`src/rtl/ptw_pkg.sv`:
```
package ptw_pkg;

  // walk controller states, one walk in flight at a time
  typedef enum logic [2:0] {
    ST_IDLE    = 3'd0,
    ST_L1_REQ  = 3'd1,
    ST_L1_WAIT = 3'd2,
    ST_L2_REQ  = 3'd3,
    ST_L2_WAIT = 3'd4,
    ST_DONE    = 3'd5,
    ST_FAULT   = 3'd6
  } walk_state_e;

  // entry flag positions, shared by decoder and checker
  localparam int PTE_EXIST_BIT = 0;
  localparam int PTE_RESID_BIT = 1;
  localparam int PTE_LEAF_BIT  = 2;
  localparam int PTE_ATTR_LSB  = 3;

  // byte address of an entry = base page, index, then this many zero bits
  localparam int ENTRY_BYTES_LG = 2;

  typedef enum logic {
    LVL_FIRST  = 1'b0,
    LVL_SECOND = 1'b1
  } walk_level_e;

endpackage

```
`src/rtl/ptw_pte_decode.sv`:
```
module ptw_pte_decode
  import ptw_pkg::*;
#(
  parameter int PPN_W  = 20,
  parameter int IDX_W  = 10,
  localparam int OFF_W  = IDX_W + ENTRY_BYTES_LG,
  localparam int PTE_W  = PPN_W + OFF_W,
  localparam int ATTR_W = OFF_W - PTE_ATTR_LSB
) (
  input  logic [PTE_W-1:0]  entry,
  output logic              present,
  output logic              leaf,
  output logic [ATTR_W-1:0] attr,
  output logic [PPN_W-1:0]  ppn
);

  // an entry is usable only if it exists and its page is in memory
  always_comb begin
    present = entry[PTE_EXIST_BIT] & entry[PTE_RESID_BIT];
    leaf    = entry[PTE_LEAF_BIT];
    attr    = entry[OFF_W-1:PTE_ATTR_LSB];
    ppn     = entry[PTE_W-1:OFF_W];
  end

endmodule

```
`src/rtl/ptw_addr_gen.sv`:
```
module ptw_addr_gen
  import ptw_pkg::*;
#(
  parameter int PPN_W = 20,
  parameter int IDX_W = 10,
  localparam int PA_W  = PPN_W + IDX_W + ENTRY_BYTES_LG
) (
  input  logic              second,
  input  logic [PPN_W-1:0]  root_base,
  input  logic [PPN_W-1:0]  next_base,
  input  logic [IDX_W-1:0]  idx_first,
  input  logic [IDX_W-1:0]  idx_second,
  output logic [PA_W-1:0]   addr
);

  logic [PPN_W-1:0] base_sel;
  logic [IDX_W-1:0] idx_sel;

  always_comb begin
    base_sel = second ? next_base  : root_base;
    idx_sel  = second ? idx_second : idx_first;
    addr     = {base_sel, idx_sel, {ENTRY_BYTES_LG{1'b0}}};
  end

endmodule

```
`src/rtl/ptw_result_reg.sv`:
```
module ptw_result_reg #(
  parameter int PPN_W  = 20,
  parameter int ATTR_W = 9
) (
  input  logic              clk,
  input  logic              rst,
  input  logic              load_refill,
  input  logic              load_fault,
  input  logic [PPN_W-1:0]  ppn_in,
  input  logic [ATTR_W-1:0] attr_in,
  input  logic              large_in,
  input  logic              level_in,
  output logic [PPN_W-1:0]  ppn_q,
  output logic [ATTR_W-1:0] attr_q,
  output logic              large_q,
  output logic              level_q
);

  always_ff @(posedge clk) begin
    if (rst) begin
      ppn_q   <= '0;
      attr_q  <= '0;
      large_q <= 1'b0;
      level_q <= 1'b0;
    end else begin
      if (load_refill) begin
        ppn_q   <= ppn_in;
        attr_q  <= attr_in;
        large_q <= large_in;
      end
      if (load_fault) begin
        level_q <= level_in;
      end
    end
  end

endmodule

```
`src/rtl/ptw_top.sv`:
```
module ptw_top
  import ptw_pkg::*;
#(
  parameter int PPN_W = 20,
  parameter int IDX_W = 10,
  localparam int VPN_W  = 2 * IDX_W,
  localparam int OFF_W  = IDX_W + ENTRY_BYTES_LG,
  localparam int PA_W   = PPN_W + OFF_W,
  localparam int PTE_W  = PA_W,
  localparam int ATTR_W = OFF_W - PTE_ATTR_LSB
) (
  input  logic              clk,
  input  logic              rst,
  input  logic              miss_valid,
  input  logic [VPN_W-1:0]  miss_vpn,
  input  logic [PPN_W-1:0]  root_ppn,
  output logic              miss_ready,
  output logic              mem_req_valid,
  input  logic              mem_req_ready,
  output logic [PA_W-1:0]   mem_req_addr,
  input  logic              mem_resp_valid,
  input  logic [PTE_W-1:0]  mem_resp_data,
  output logic              refill_valid,
  output logic [PPN_W-1:0]  refill_ppn,
  output logic [ATTR_W-1:0] refill_attr,
  output logic              refill_large,
  output logic              fault_valid,
  output logic              fault_level,
  output logic [VPN_W-1:0]  done_vpn
);

  walk_state_e state_q, state_d;

  logic [VPN_W-1:0] vpn_q;
  logic [PPN_W-1:0] root_q;
  logic [PPN_W-1:0] next_base_q;

  logic              ent_present;
  logic              ent_leaf;
  logic [ATTR_W-1:0] ent_attr;
  logic [PPN_W-1:0]  ent_ppn;

  logic              ld_base;
  logic              ld_refill;
  logic              ld_fault;
  logic              res_large;
  walk_level_e       res_level;
  logic [PPN_W-1:0]  res_ppn;

  logic [IDX_W-1:0] idx_first;
  logic [IDX_W-1:0] idx_second;
  logic             accept;

  assign idx_first  = vpn_q[VPN_W-1:IDX_W];
  assign idx_second = vpn_q[IDX_W-1:0];
  assign accept     = miss_valid && (state_q == ST_IDLE);

  // one decoder serves both levels: only one read is outstanding
  ptw_pte_decode #(.PPN_W(PPN_W), .IDX_W(IDX_W)) u_decode (
    .entry   (mem_resp_data),
    .present (ent_present),
    .leaf    (ent_leaf),
    .attr    (ent_attr),
    .ppn     (ent_ppn)
  );

  ptw_addr_gen #(.PPN_W(PPN_W), .IDX_W(IDX_W)) u_addr (
    .second     (state_q == ST_L2_REQ),
    .root_base  (root_q),
    .next_base  (next_base_q),
    .idx_first  (idx_first),
    .idx_second (idx_second),
    .addr       (mem_req_addr)
  );

  // a large page keeps the upper page bits of the entry and
  // takes the low page bits from the second-level index
  always_comb begin
    if (res_large) begin
      res_ppn = {ent_ppn[PPN_W-1:IDX_W], idx_second};
    end else begin
      res_ppn = ent_ppn;
    end
  end

  always_comb begin
    state_d   = state_q;
    ld_base   = 1'b0;
    ld_refill = 1'b0;
    ld_fault  = 1'b0;
    res_large = 1'b0;
    res_level = LVL_FIRST;
    case (state_q)
      ST_IDLE: begin
        if (miss_valid) state_d = ST_L1_REQ;
      end
      ST_L1_REQ: begin
        if (mem_req_ready) state_d = ST_L1_WAIT;
      end
      ST_L1_WAIT: begin
        if (mem_resp_valid) begin
          if (!ent_present) begin
            ld_fault  = 1'b1;
            res_level = LVL_FIRST;
            state_d   = ST_FAULT;
          end else if (ent_leaf) begin
            ld_refill = 1'b1;
            res_large = 1'b1;
            state_d   = ST_DONE;
          end else begin
            ld_base   = 1'b1;
            state_d   = ST_L2_REQ;
          end
        end
      end
      ST_L2_REQ: begin
        if (mem_req_ready) state_d = ST_L2_WAIT;
      end
      ST_L2_WAIT: begin
        if (mem_resp_valid) begin
          if (!ent_present) begin
            ld_fault  = 1'b1;
            res_level = LVL_SECOND;
            state_d   = ST_FAULT;
          end else begin
            ld_refill = 1'b1;
            state_d   = ST_DONE;
          end
        end
      end
      ST_DONE:  state_d = ST_IDLE;
      ST_FAULT: state_d = ST_IDLE;
      default:  state_d = ST_IDLE;
    endcase
  end

  always_ff @(posedge clk) begin
    if (rst) begin
      state_q     <= ST_IDLE;
      vpn_q       <= '0;
      root_q      <= '0;
      next_base_q <= '0;
    end else begin
      state_q <= state_d;
      if (accept) begin
        vpn_q  <= miss_vpn;
        root_q <= root_ppn;
      end
      if (ld_base) begin
        next_base_q <= ent_ppn;
      end
    end
  end

  ptw_result_reg #(.PPN_W(PPN_W), .ATTR_W(ATTR_W)) u_result (
    .clk         (clk),
    .rst         (rst),
    .load_refill (ld_refill),
    .load_fault  (ld_fault),
    .ppn_in      (res_ppn),
    .attr_in     (ent_attr),
    .large_in    (res_large),
    .level_in    (res_level),
    .ppn_q       (refill_ppn),
    .attr_q      (refill_attr),
    .large_q     (refill_large),
    .level_q     (fault_level)
  );

  assign miss_ready    = (state_q == ST_IDLE);
  assign mem_req_valid = (state_q == ST_L1_REQ) || (state_q == ST_L2_REQ);
  assign refill_valid  = (state_q == ST_DONE);
  assign fault_valid   = (state_q == ST_FAULT);
  assign done_vpn      = vpn_q;

endmodule

```
`config.mk`:
```
export PLATFORM = sky130hd
export DESIGN_NAME = ptw_top
export DESIGN_NICKNAME = d
export VERILOG_FILES = /design/src/rtl/ptw_pkg.sv /design/src/rtl/ptw_pte_decode.sv /design/src/rtl/ptw_addr_gen.sv /design/src/rtl/ptw_result_reg.sv /design/src/rtl/ptw_top.sv
export SDC_FILE = /design/constraint.sdc
export NUM_CORES = 1
export LEC_CHECK = 0
export ABC_CLOCK_PERIOD_IN_PS = 1450
export BUFFER_PORTS_ARGS = -buffer_cell sky130_fd_sc_hd__buf_4
export CAP_MARGIN = 20
export CORE_AREA = 2 2 74 146
export DETAILED_ROUTE_END_ITERATION = 8
export DIE_AREA = 0 0 76 148
export GPL_TIMING_DRIVEN = 0
export PLACE_DENSITY = 0.83
export REMOVE_ABC_BUFFERS = 1
export SLEW_MARGIN = 0
export SYNTH_ARGS = -nofsm -noshare
export SYNTH_HDL_FRONTEND = slang
export SYNTH_HIERARCHICAL = 1
export SYNTH_SLANG_ARGS = --single-unit
export TNS_END_PERCENT = 5
```
`constraint.sdc`:
```
create_clock -name clk -period 1.45 [get_ports clk]
set_input_delay 0.0725 -clock clk [delete_from_list [all_inputs] [get_ports clk]]
set_output_delay 0.0725 -clock clk [all_outputs]
set_load 0.01 [all_outputs]
```
After elaboration in Yosys (flattened, before gate mapping)
Cells that the tools add are included.
Word-level totals
  register bits: 94
  input port bits: 77
  output and inout port bits: 87
Operators by class
  eq/ne operators: 11
  mux-type cells: 27
  bitwise operators: 1
  reductions and logical operators: 5
Operators by type and width (count)
  3-bit two-way mux: 7
  10-bit two-way mux: 2
  20-bit two-way mux: 1
  3-bit one-hot mux with 5 select lines: 1
  1-bit two-way mux: 14
  2-bit inequality test, second input constant: 5
  3-bit equality test, second input constant: 3
  3-bit by 2-bit equality test with 1-bit output, second input constant: 2
  5-bit AND reduction: 1
  3-bit by 1-bit equality test with 1-bit output, second input constant: 1
  3-bit logical NOT: 1
  2-bit two-way mux: 1
  1-bit one-hot mux with 2 select lines: 1
  2-bit OR reduction: 1
  1-bit bitwise AND: 1
  1-bit logical AND: 1
  1-bit logical OR: 1

Depth between registers and ports, before layout
Gate-level depths: netlist (run 1).
  depth in word-level cells: 5
  depth in mapped cells: 7
  gate-level depth less buffers: 6

Modules after synthesis
Netlist (run 1), hierarchy kept.
By module, submodules not included
  ptw_top: times used 1, cells each 317, area an instance 2544.9 µm², sequential area each 1261.2 µm²
  ptw_result_reg: times used 1, cells each 100, area an instance 1131.1 µm², sequential area each 620.6 µm²
  ptw_addr_gen: times used 1, cells each 36, area an instance 503.0 µm², sequential area each 0.0 µm²
  ptw_pte_decode: times used 1, cells each 31, area an instance 231.5 µm², sequential area each 0.0 µm²

Least setup slack after synthesis (run 1)
Ideal clock, no wire load.
  kind: register to output
  from: reg state_q[0]
  to: out mem_req_addr[10]
  data arrival time: 1.464 ns
  required time: 1.378 ns
  setup slack: -0.086 ns
  stages on the path, launching flop included: 6
  buffers on the path: 2
  cell sequence: dfxtp_1 buf_1 inv_2 nor2_1 buf_6 mux2_4
Between the ends
  cells in the longest elaborated chain, start to end: 2
Ends and longest elaborated chain
  start: declaration: RTL line ptw_top.sv:32  | walk_state_e state_q, state_d;
  start signal: assignment: RTL line ptw_top.sv:144  | state_q <= state_d;
  3-bit by 2-bit equality test with 1-bit output: RTL line ptw_top.sv:68  | .second (state_q == ST_L2_REQ),
  10-bit two-way mux: RTL line ptw_addr_gen.sv:21  | idx_sel = second ? idx_second : idx_first;
  end: declaration: RTL line ptw_top.sv:20  | output logic [PA_W-1:0] mem_req_addr,
No other way between the ends.

Final worst setup path (run 1)
  from: reg state_q[2]
  to: out mem_req_addr[12]
Between the ends
  cells in the longest elaborated chain, start to end: 2
Ends and longest elaborated chain
  3-bit by 2-bit equality test with 1-bit output: RTL line ptw_top.sv:68
  20-bit two-way mux: RTL line ptw_addr_gen.sv:20  | base_sel = second ? next_base : root_base;
No other way between the ends.

==> metrics.txt, run 1 <==
largest net degree at the start of global routing=95; vias in the first global route=4,296; RSZ-0062 raised after global routing=yes; top-area cell type share of the netlist area=0.427; Ys Warns=6; failing checks=negative setup slack; gpl congestion=0.829; initial antenna violation count=1; layout cells sized above 1=0.371; IO buf count=161; Peak VDD IR=1160 uV; synthesized area=4410 um^2; Critical Path Start=state_q[2]; period utilization=1.22; Cell variety after synth=37; Slew Limit Fails=0; leakage power total=0.00276 uW; aggregate global-route resource usage=0.239; DRC viols=0; measured slew at the worst slew-check pin=997 ps; Yosys top cell by area=dfxtp_1; critical path class=reg -> out; Initial Utilization=0.437; # setup viols final=120; Primary FF master, synth=dfxtp_1; Core Region=10,100 um^2; Max-cap violations=0; Synth area leaders=dfxtp_1 (43%), mux2_4 (13%), nand2_1 (10%); CTS clock-pin slew for the worst setup and hold paths=60 ps; Pre-Repair DR Iteration Count=5; Slew HR=0.335; worst r2r src=state_q[2]; Layout Cells excl Fill=810; Worst Hold Class=in -> reg; DP Wirelength=8280 um; minimum clock period=1770 ps; WHS Path Cells=3; crit end category=output port; # IOs=164; Via Count=4,079; Max FO, Critical Path=8; Yosys reg bits=94; Die W=76 um; CP Data Required Time=1380 ps; Post-synth EDFFs=0; grt ovf=0; pwr dens=1130 nW/um^2; CTS buffer count=9; register area share after synthesis=0.427; routed wire length=13,800 um; Inst Count DP=720; Root Driver=clkbuf_16; crit start category=flip-flop; Iteration-0 DRC Markers=123; syn_area_per_cell=9.11 um^2; Antenna Nets Post-Route=0; FFs w/ async S/R, synth=0; DR WL/cell=17.0 um; TritonCTS clock tree=built; Worst Reg2Reg Path Length in Cells=6; first-pass GRT wire length=21,300 um; Fin Hold WS=1.64 ps; fmax=565 MHz; Clock Skews=5.85 ps; Cell Rows=52; Hold Startpoint=miss_vpn[4]; clock sink total=94; H-Tree Level Count=3; Die Ht=148 um; final worst-path setup slack=-321 ps; Die ar.=11,200 um^2; # nets final=746; status=finished, violations left; Arr. time, crit path=1700 ps; clk_lat worst skew=340 ps; Final Hold Fails=0; area grow syn2layout=48.8%; vias per cell=5.04; Clock Tree Buf Depth=2; Post-Syn Instances=484
==> cell families after synthesis <==
| group | Yosys count | share of synthesized area |
|---|---|---|
| multiplexers | 72 | 0.208 |
| AO/OA/AOI/OAI | 70 | 0.0831 |
| AND/OR/NAND/NOR | 178 | 0.167 |
| flip-flops | 94 | 0.427 |
| buffers and inverters | 68 | 0.113 |
| adder cells (fa/ha/maj) | 1 | 0.00227 |
| other | 1 | 0.000850 |
==> report_power, final <==
| group | total [uW] | switching [uW] | internal, uW |
|---|---|---|---|
| Clock | 2180 | 969 | 1210 |
| Combinational | 2220 | 1080 | 1140 |
| Sequential | 3000 | 194 | 2800 |
==> flip-flops by register name, indices dropped and copies added, names as in the netlist <==
register and cells:
u_result/attr_q 9, state_q 3, u_result/level_q 1, u_result/large_q 1
next_base_q 20, u_result/ppn_q 20, root_q 20, done_vpn 20
==> area by class of cell <==
type | instances | area [um^2]
antenna | 1 | 2.50
clock buffer | 11 | 243
clock inverter | 5 | 35.0
fill | 749 | 3520
inverter | 4 | 15.0
multi-input combinational | 323 | 2120
sequential | 94 | 1890
tap | 135 | 169
timing repair buffer | 237 | 2090
==> critical path, stage by stage, from the launching register on <==
cell and delay [ps]:
dfxtp_4 360, nand2b_4 160, nor2_4 130, buf_6 130, buf_12 140, mux2_4 320, buf_6 120
==> cells in the mapped netlist (3+ instances only) <==
master    instances
mux2i_1          32
inv_1             3
dfxtp_1          94
mux2_4           39
buf_6             7
nand2_1         122
a21oi_1          63
buf_12            3
nor2_1           37
buf_2             4
clkbuf_1         12
nor3_1            3
nand2b_1          3
buf_4            36
==> final timing paths <==
path         slack (ps)          endpoint
max                -320  mem_req_addr[12]
min                   2       done_vpn[4]
max reg2reg        -250    next_base_q[2]
min reg2reg         450        root_q[19]
==> stage by stage <==
stage          setup TNS (ps)  utilization  power, uW  area (um^2)  setup WS, ps
3_3_place_gp          -234450        0.527       4800         5310         -2900
2_1_floorplan         -127850            -       3990         3930         -1850
6_report               -19770        0.651       7390         6560          -321
5_1_grt                -28830        0.651       7730         6560          -391
3_5_place_dp           -53730        0.534       4890         5390          -642
4_1_cts                -20740        0.647       7360         6530          -368
==> per-layer routing <==
metal  part of all wire  vias up  global-route usage
met5                  0        -                   0
met4              0.040        0               0.153
met3              0.035       42              0.0446
met2               0.59      160               0.465
met1               0.34     1945               0.223
li1                   -     1932                   -
==> placed cells by master (no fill, tap or decap), types with 2 or more instances in the layout <==
| cell type | n |
|---|---|
| a21oi_1 | 58 |
| clkinv_2 | 2 |
| conb_1 | 2 |
| nand2_4 | 2 |
| mux2_4 | 40 |
| buf_12 | 3 |
| clkbuf_16 | 9 |
| mux2i_1 | 32 |
| a21oi_2 | 4 |
| nor2_1 | 36 |
| a211oi_1 | 2 |
| nand2b_1 | 2 |
| clkinv_4 | 2 |
| inv_1 | 3 |
| nor2_4 | 2 |
| dlygate4sd3_1 | 63 |
| dfxtp_4 | 3 |
| buf_6 | 25 |
| buf_4 | 145 |
| nand2_1 | 121 |
| dfxtp_1 | 91 |
| nor3_1 | 2 |
==> timing repair <==
action / in CTS / in global routing
pin swaps: 10 / 8
cloned: 1 / 0
buffers inserted: 7 / 2
endpoints found under the setup margin: 122 / 122
hold buffers: 63 / 0
gates resized for setup: 39 / 5
endpoints found under the hold margin: 68 / 0
(Power assumes the default switching activity.)
==> run 2, diff against run 1 <==
--- a/config.mk
+++ b/config.mk
@@ -5,15 +5,17 @@
 export SDC_FILE = /design/constraint.sdc
 export NUM_CORES = 1
 export LEC_CHECK = 0
+export ABC_AREA = 1
 export ABC_CLOCK_PERIOD_IN_PS = 1450
 export BUFFER_PORTS_ARGS = -buffer_cell sky130_fd_sc_hd__buf_4
 export CAP_MARGIN = 20
-export CORE_AREA = 2 2 74 146
+export CORE_AREA = 2 2 75 148
 export DETAILED_ROUTE_END_ITERATION = 8
-export DIE_AREA = 0 0 76 148
+export DIE_AREA = 0 0 77 150
 export GPL_TIMING_DRIVEN = 0
 export PLACE_DENSITY = 0.83
 export REMOVE_ABC_BUFFERS = 1
+export SKIP_LAST_GASP = 1
 export SLEW_MARGIN = 0
 export SYNTH_ARGS = -nofsm -noshare
 export SYNTH_HDL_FRONTEND = slang
==> metrics.txt, run 2 <==
period utilization=1.16; measured slew at the worst slew-check pin=766 ps; register area share after synthesis=0.411; vias per cell=4.99; CP max stage delay=400 ps; largest net degree at the start of global routing=65; Root Driver=clkbuf_16; Post-Syn Instances=673; Pre-Repair DR Iteration Count=6; commonest cells in the netlist=nand2_1 (252), dfxtp_1 (94), nor2_1 (68); CTS clock-pin slew for the worst setup and hold paths=70 ps; FILL cells=920; Post-synth EDFFs=0; pwr dens=1460 nW/um^2; Core Region=10,500 um^2; synthesized area=4580 um^2; crit-path leading delay family=buffers and inverters; critical path class=reg -> out; initial antenna violation count=0; clock sink total=94; minimum clock period=1680 ps; Slew HR=0.489; count leader, synth=nand2_1; CTS buffer count=9; area grow syn2layout=41.3%; CP Data Required Time=1380 ps; Die Ht=150 um; Iteration-0 DRC Markers=288; commonest non-fill, non-tap cell in the layout=nand2_1; Die W=77 um; Yosys reg bits=94; Max-cap violations=0; Antenna Nets Post-Route=0; crit start category=flip-flop; Synth area leaders=dfxtp_1 (41%), nand2_1 (21%), buf_4 (6.1%); clk_lat worst skew=340 ps; # setup viols final=121; leakage power total=0.00307 uW; DRC viols=0; Crit-path slowest cell=dfxtp_4; Initial Utilization=0.437; IO buf count=161; routed wire length=15,400 um; Clock Tree Buf Depth=2; Place WS=-964 ps; Arr. time, crit path=1610 ps; Final Hold Fails=0; most frequent cells in the layout=nand2_1 (247), buf_4 (165), dfxtp_1 (91), nor2_1 (67), a21oi_1 (53); DR WL/cell=16.0 um; Cell Rows=53; crit end category=output port; first-pass GRT wire length=22,500 um; Primary FF master, synth=dfxtp_1; fmax=594 MHz; grt ovf=0; H-Tree Level Count=3; TritonCTS clock tree=built; Via Count=4,793; aggregate global-route resource usage=0.249; RSZ-0062 raised after global routing=yes; Ys Warns=6; Slew Limit Fails=0; # nets final=897; Yosys top cell by area=dfxtp_1; Peak VDD IR=1040 uV; area of the multi-input gates=2090 um^2; # diodes=0; # IOs=164; Max FO, Critical Path=6; total power=9460 uW; syn_area_per_cell=6.81 um^2; area taken by flip-flops and latches=1890 um^2; layout cells sized above 1=0.299; Clock Skews=8.42 ps; vias in the first global route=4,467; Worst Hold Class=in -> reg; top-area cell type share of the netlist area=0.411; DP Wirelength=8700 um; Buf/Inv on CP=4; gpl congestion=0.822; status=finished, violations left; failing checks=negative setup slack; Die ar.=11,600 um^2; FFs w/ async S/R, synth=0; Cell variety after synth=28; final worst-path setup slack=-235 ps; crit path cell chain=inv_4 -> nor3_4 -> buf_6 -> buf_6 -> nand2_1 -> nand2_1 -> buf_4
run 2: changes by cell type in the layout (fill, tap and decap cells not counted), sizes merged, moves of 3 or more:
cell         delta
dlygate4sd3    -48
a21oi          -10
clkbuf          +3
nand2b          -4
buf            +12
a211oi          +8
nand2         +132
nand3          +36
mux2           -40
nor2           +41
o21ai          +10
mux2i          -32
inv            +51
run 2: metal layers:
layer  wire length (um)  GRT usage  up-vias
met3                829     0.0446       47
met1               5730      0.268     2203
met2               8160      0.458      205
li1                   -          -     2338
met5                  0          0        -
met4                658      0.129        0
run 2: final timing paths:
kind,start,to,slack [ps],cells past startpoint
setup / recovery,state_q[1],mem_req_addr[23],-230,7
hold reg to reg,next_base_q[15],next_base_q[15],460,2
setup reg to reg,state_q[2],u_result/ppn_q[4],-180,10
hold / removal,miss_vpn[11],done_vpn[11],8,3
run 2: kinds of logic after synthesis:
group | synth area share
flops | 0.411
other cells | 0.000818
buf+inv | 0.160
compound gates | 0.0953
simple gates | 0.333
run 2: cell type report:
class | count | share of cell area
sequential | 94 | 0.292
clock buffer | 11 | 0.0375
tap | 137 | 0.0265
clock inverter | 4 | 0.00734
inverter | 56 | 0.0379
timing repair buffer | 204 | 0.276
multi-input combinational | 455 | 0.323
run 2: where the power goes:
group	internal (uW)	switching (uW)
sequential	2980	310
combinational	1600	2210
clock	1370	993
total	5950	3510
run 2: worst reg2reg max path: stages, from the launching register on:
cell     delay, ps
dfxtp_4        390
inv_6           90
nand2_2         70
nor2_4         190
nand4_4        140
o31ai_4        110
buf_12         200
buf_16         160
nand2_1         80
nand2_1         70
nor2_1          40
run 2: stage by stage:
| stage | util | cell area [um^2] | hold slack, ps | cells | TNS [ps] |
|---|---|---|---|---|---|
| finish | 0.618 | 6470 | 7.64 | 961 | -15500 |
| detailed placement | 0.527 | 5520 | 350 | 904 | -92100 |
| floorplan | - | 4060 | 142 | 602 | -148420 |
| global route | 0.618 | 6470 | 5.85 | 961 | -25540 |
| CTS | 0.603 | 6320 | 0.233 | 953 | -19120 |
| global placement | 0.519 | 5440 | 346 | 900 | -317960 |
run 2: repair_timing:
action,4_1_cts,5_1_grt
gates resized for setup,37,18
buffers inserted,16,7
pin swaps,8,10
hold endpoints to repair,15,0
gates cloned,3,4
hold buffers,15,0
endpoints found under the setup margin,122,124
==> run 3, diff against run 2 <==
--- a/config.mk
+++ b/config.mk
@@ -10,6 +10,7 @@
 export BUFFER_PORTS_ARGS = -buffer_cell sky130_fd_sc_hd__buf_4
 export CAP_MARGIN = 20
 export CORE_AREA = 2 2 75 148
+export CTS_BUF_LIST = sky130_fd_sc_hd__clkbuf_16
 export DETAILED_ROUTE_END_ITERATION = 8
 export DIE_AREA = 0 0 77 150
 export GPL_TIMING_DRIVEN = 0
==> metrics.txt, run 3 (synthesized netlist as in run 2, its figures left out) <==
Die ar.=11,600 um^2; Die Ht=150 um; worst r2r src=state_q[2]; clk_lat worst skew=340 ps; placed cell area=5520 um^2; Via Count=4,742; TritonCTS clock tree=built; aggregate global-route resource usage=0.249; failing checks=negative setup slack; leakage power total=0.00307 uW; Cell Rows=53; fmax=595 MHz; Layout Cells excl Fill=961; first-pass GRT wire length=22,500 um; largest net degree at the start of global routing=65; crit start category=flip-flop; WHS Path Cells=3; measured slew at the worst slew-check pin=744 ps; status=finished, violations left; # setup viols final=121; Arr. time, crit path=1610 ps; Hold Startpoint=miss_vpn[11]; period utilization=1.16; Slew Limit Fails=0; # nets final=897; Iteration-0 DRC Markers=273; Pre-Repair DR Iteration Count=8; fin area=6470 um^2; H-Tree Level Count=3; final worst-path setup slack=-229 ps; initial antenna violation count=0; routed wire length=15,400 um; RSZ-0062 raised after global routing=yes; Slew HR=0.504; Fin Hold WS=9.19 ps; Worst Reg2Reg Path Length in Cells=10; CP Data Required Time=1380 ps; DP Wirelength=8700 um; crit end category=output port; layout cells sized above 1=0.297; critical path class=reg -> out; WHS Endpoint=done_vpn[11]; grt ovf=0; area grow syn2layout=41.1%; reg2reg setup slack=-180 ps; DRC viols=0; reg2reg end=u_result/ppn_q[4]; total power=9410 uW; minimum clock period=1680 ps; Final Hold Fails=0; vias in the first global route=4,470; Max-cap violations=0; # IOs=164; IO buf count=161; Die W=77 um; gpl congestion=0.822; Max FO, Critical Path=6; clock sink total=94; Peak VDD IR=1050 uV; vias per cell=4.93; commonest non-fill, non-tap cell in the layout=nand2_1; most frequent cells in the layout=nand2_1 (247), buf_4 (164), dfxtp_1 (91), nor2_1 (67), a21oi_1 (53); Worst Hold Class=in -> reg; pwr dens=1450 nW/um^2; DR WL/cell=16.1 um; FILL cells=921; Clock Skews=8.30 ps; # diodes=0; Core Region=10,500 um^2; Root Driver=clkbuf_16; Inst Count DP=904; Initial Utilization=0.437; CTS buffer count=9; Clock Tree Buf Depth=2; CTS clock-pin slew for the worst setup and hold paths=70 ps; Antenna Nets Post-Route=0
==> run 3: stage by stage <==
| step | worst slack [ps] | setup TNS [ps] | util |
|---|---|---|---|
| 2_1_floorplan | -3270 | -148420 | - |
| 3_3_place_gp | -5260 | -317960 | 0.519 |
| 3_5_place_dp | -964 | -92100 | 0.527 |
| 4_1_cts | -218 | -19150 | 0.603 |
| 5_1_grt | -307 | -25560 | 0.617 |
| 6_report | -229 | -15890 | 0.617 |
==> run 3: layer usage <==
layer | vias up | track usage | wire (um)
met5 | - | 0 | 0
met4 | 0 | 0.132 | 597
met3 | 40 | 0.0440 | 780
met2 | 174 | 0.457 | 8250
met1 | 2192 | 0.269 | 5800
li1 | 2336 | - | -
==> run 3: worst max-delay path by stage <==
stage,to,slack [ps],cells past startpoint,start
floorplan,u_result/ppn_q[17],-3270,6,state_q[1]
global placement,u_result/ppn_q[5],-5260,6,state_q[1]
detailed placement,u_result/attr_q[0],-960,9,state_q[2]
CTS,mem_req_addr[10],-220,8,state_q[0]
global route,mem_req_addr[23],-310,7,state_q[1]
finish,mem_req_addr[23],-230,7,state_q[1]
==> run 3: worst max-delay path, stage by stage, from the launching register on <==
cell	delay, ps
dfxtp_4	400
inv_4	50
nor3_4	220
buf_6	210
buf_6	140
nand2_1	60
nand2_1	60
buf_4	110
==> run 3: timing repair <==
item,in CTS,in global routing
hold endpoints to repair,15,0
hold buffers,15,0
resized for setup,38,18
pin swaps,9,10
endpoints found under the setup margin,122,124
gates cloned,3,4
setup buffers,16,7
==> run 3: report_power, final <==
part	internal (uW)	total, uW	switching, uW
Combinational	1600	3820	2210
Sequential	2980	3290	310
Clock	1310	2290	985
Total	5900	9410	3510
==> run 3: cell type report <==
cell class,instances,area (um^2),area share
Sequential cell,94,1890,0.293
Inverter,56,245,0.0379
Clock buffer,9,225,0.0348
Clock inverter,6,55.1,0.00851
Tap cell,137,171,0.0265
Timing Repair Buffer,204,1790,0.276
Multi-Input combinational cell,455,2090,0.323
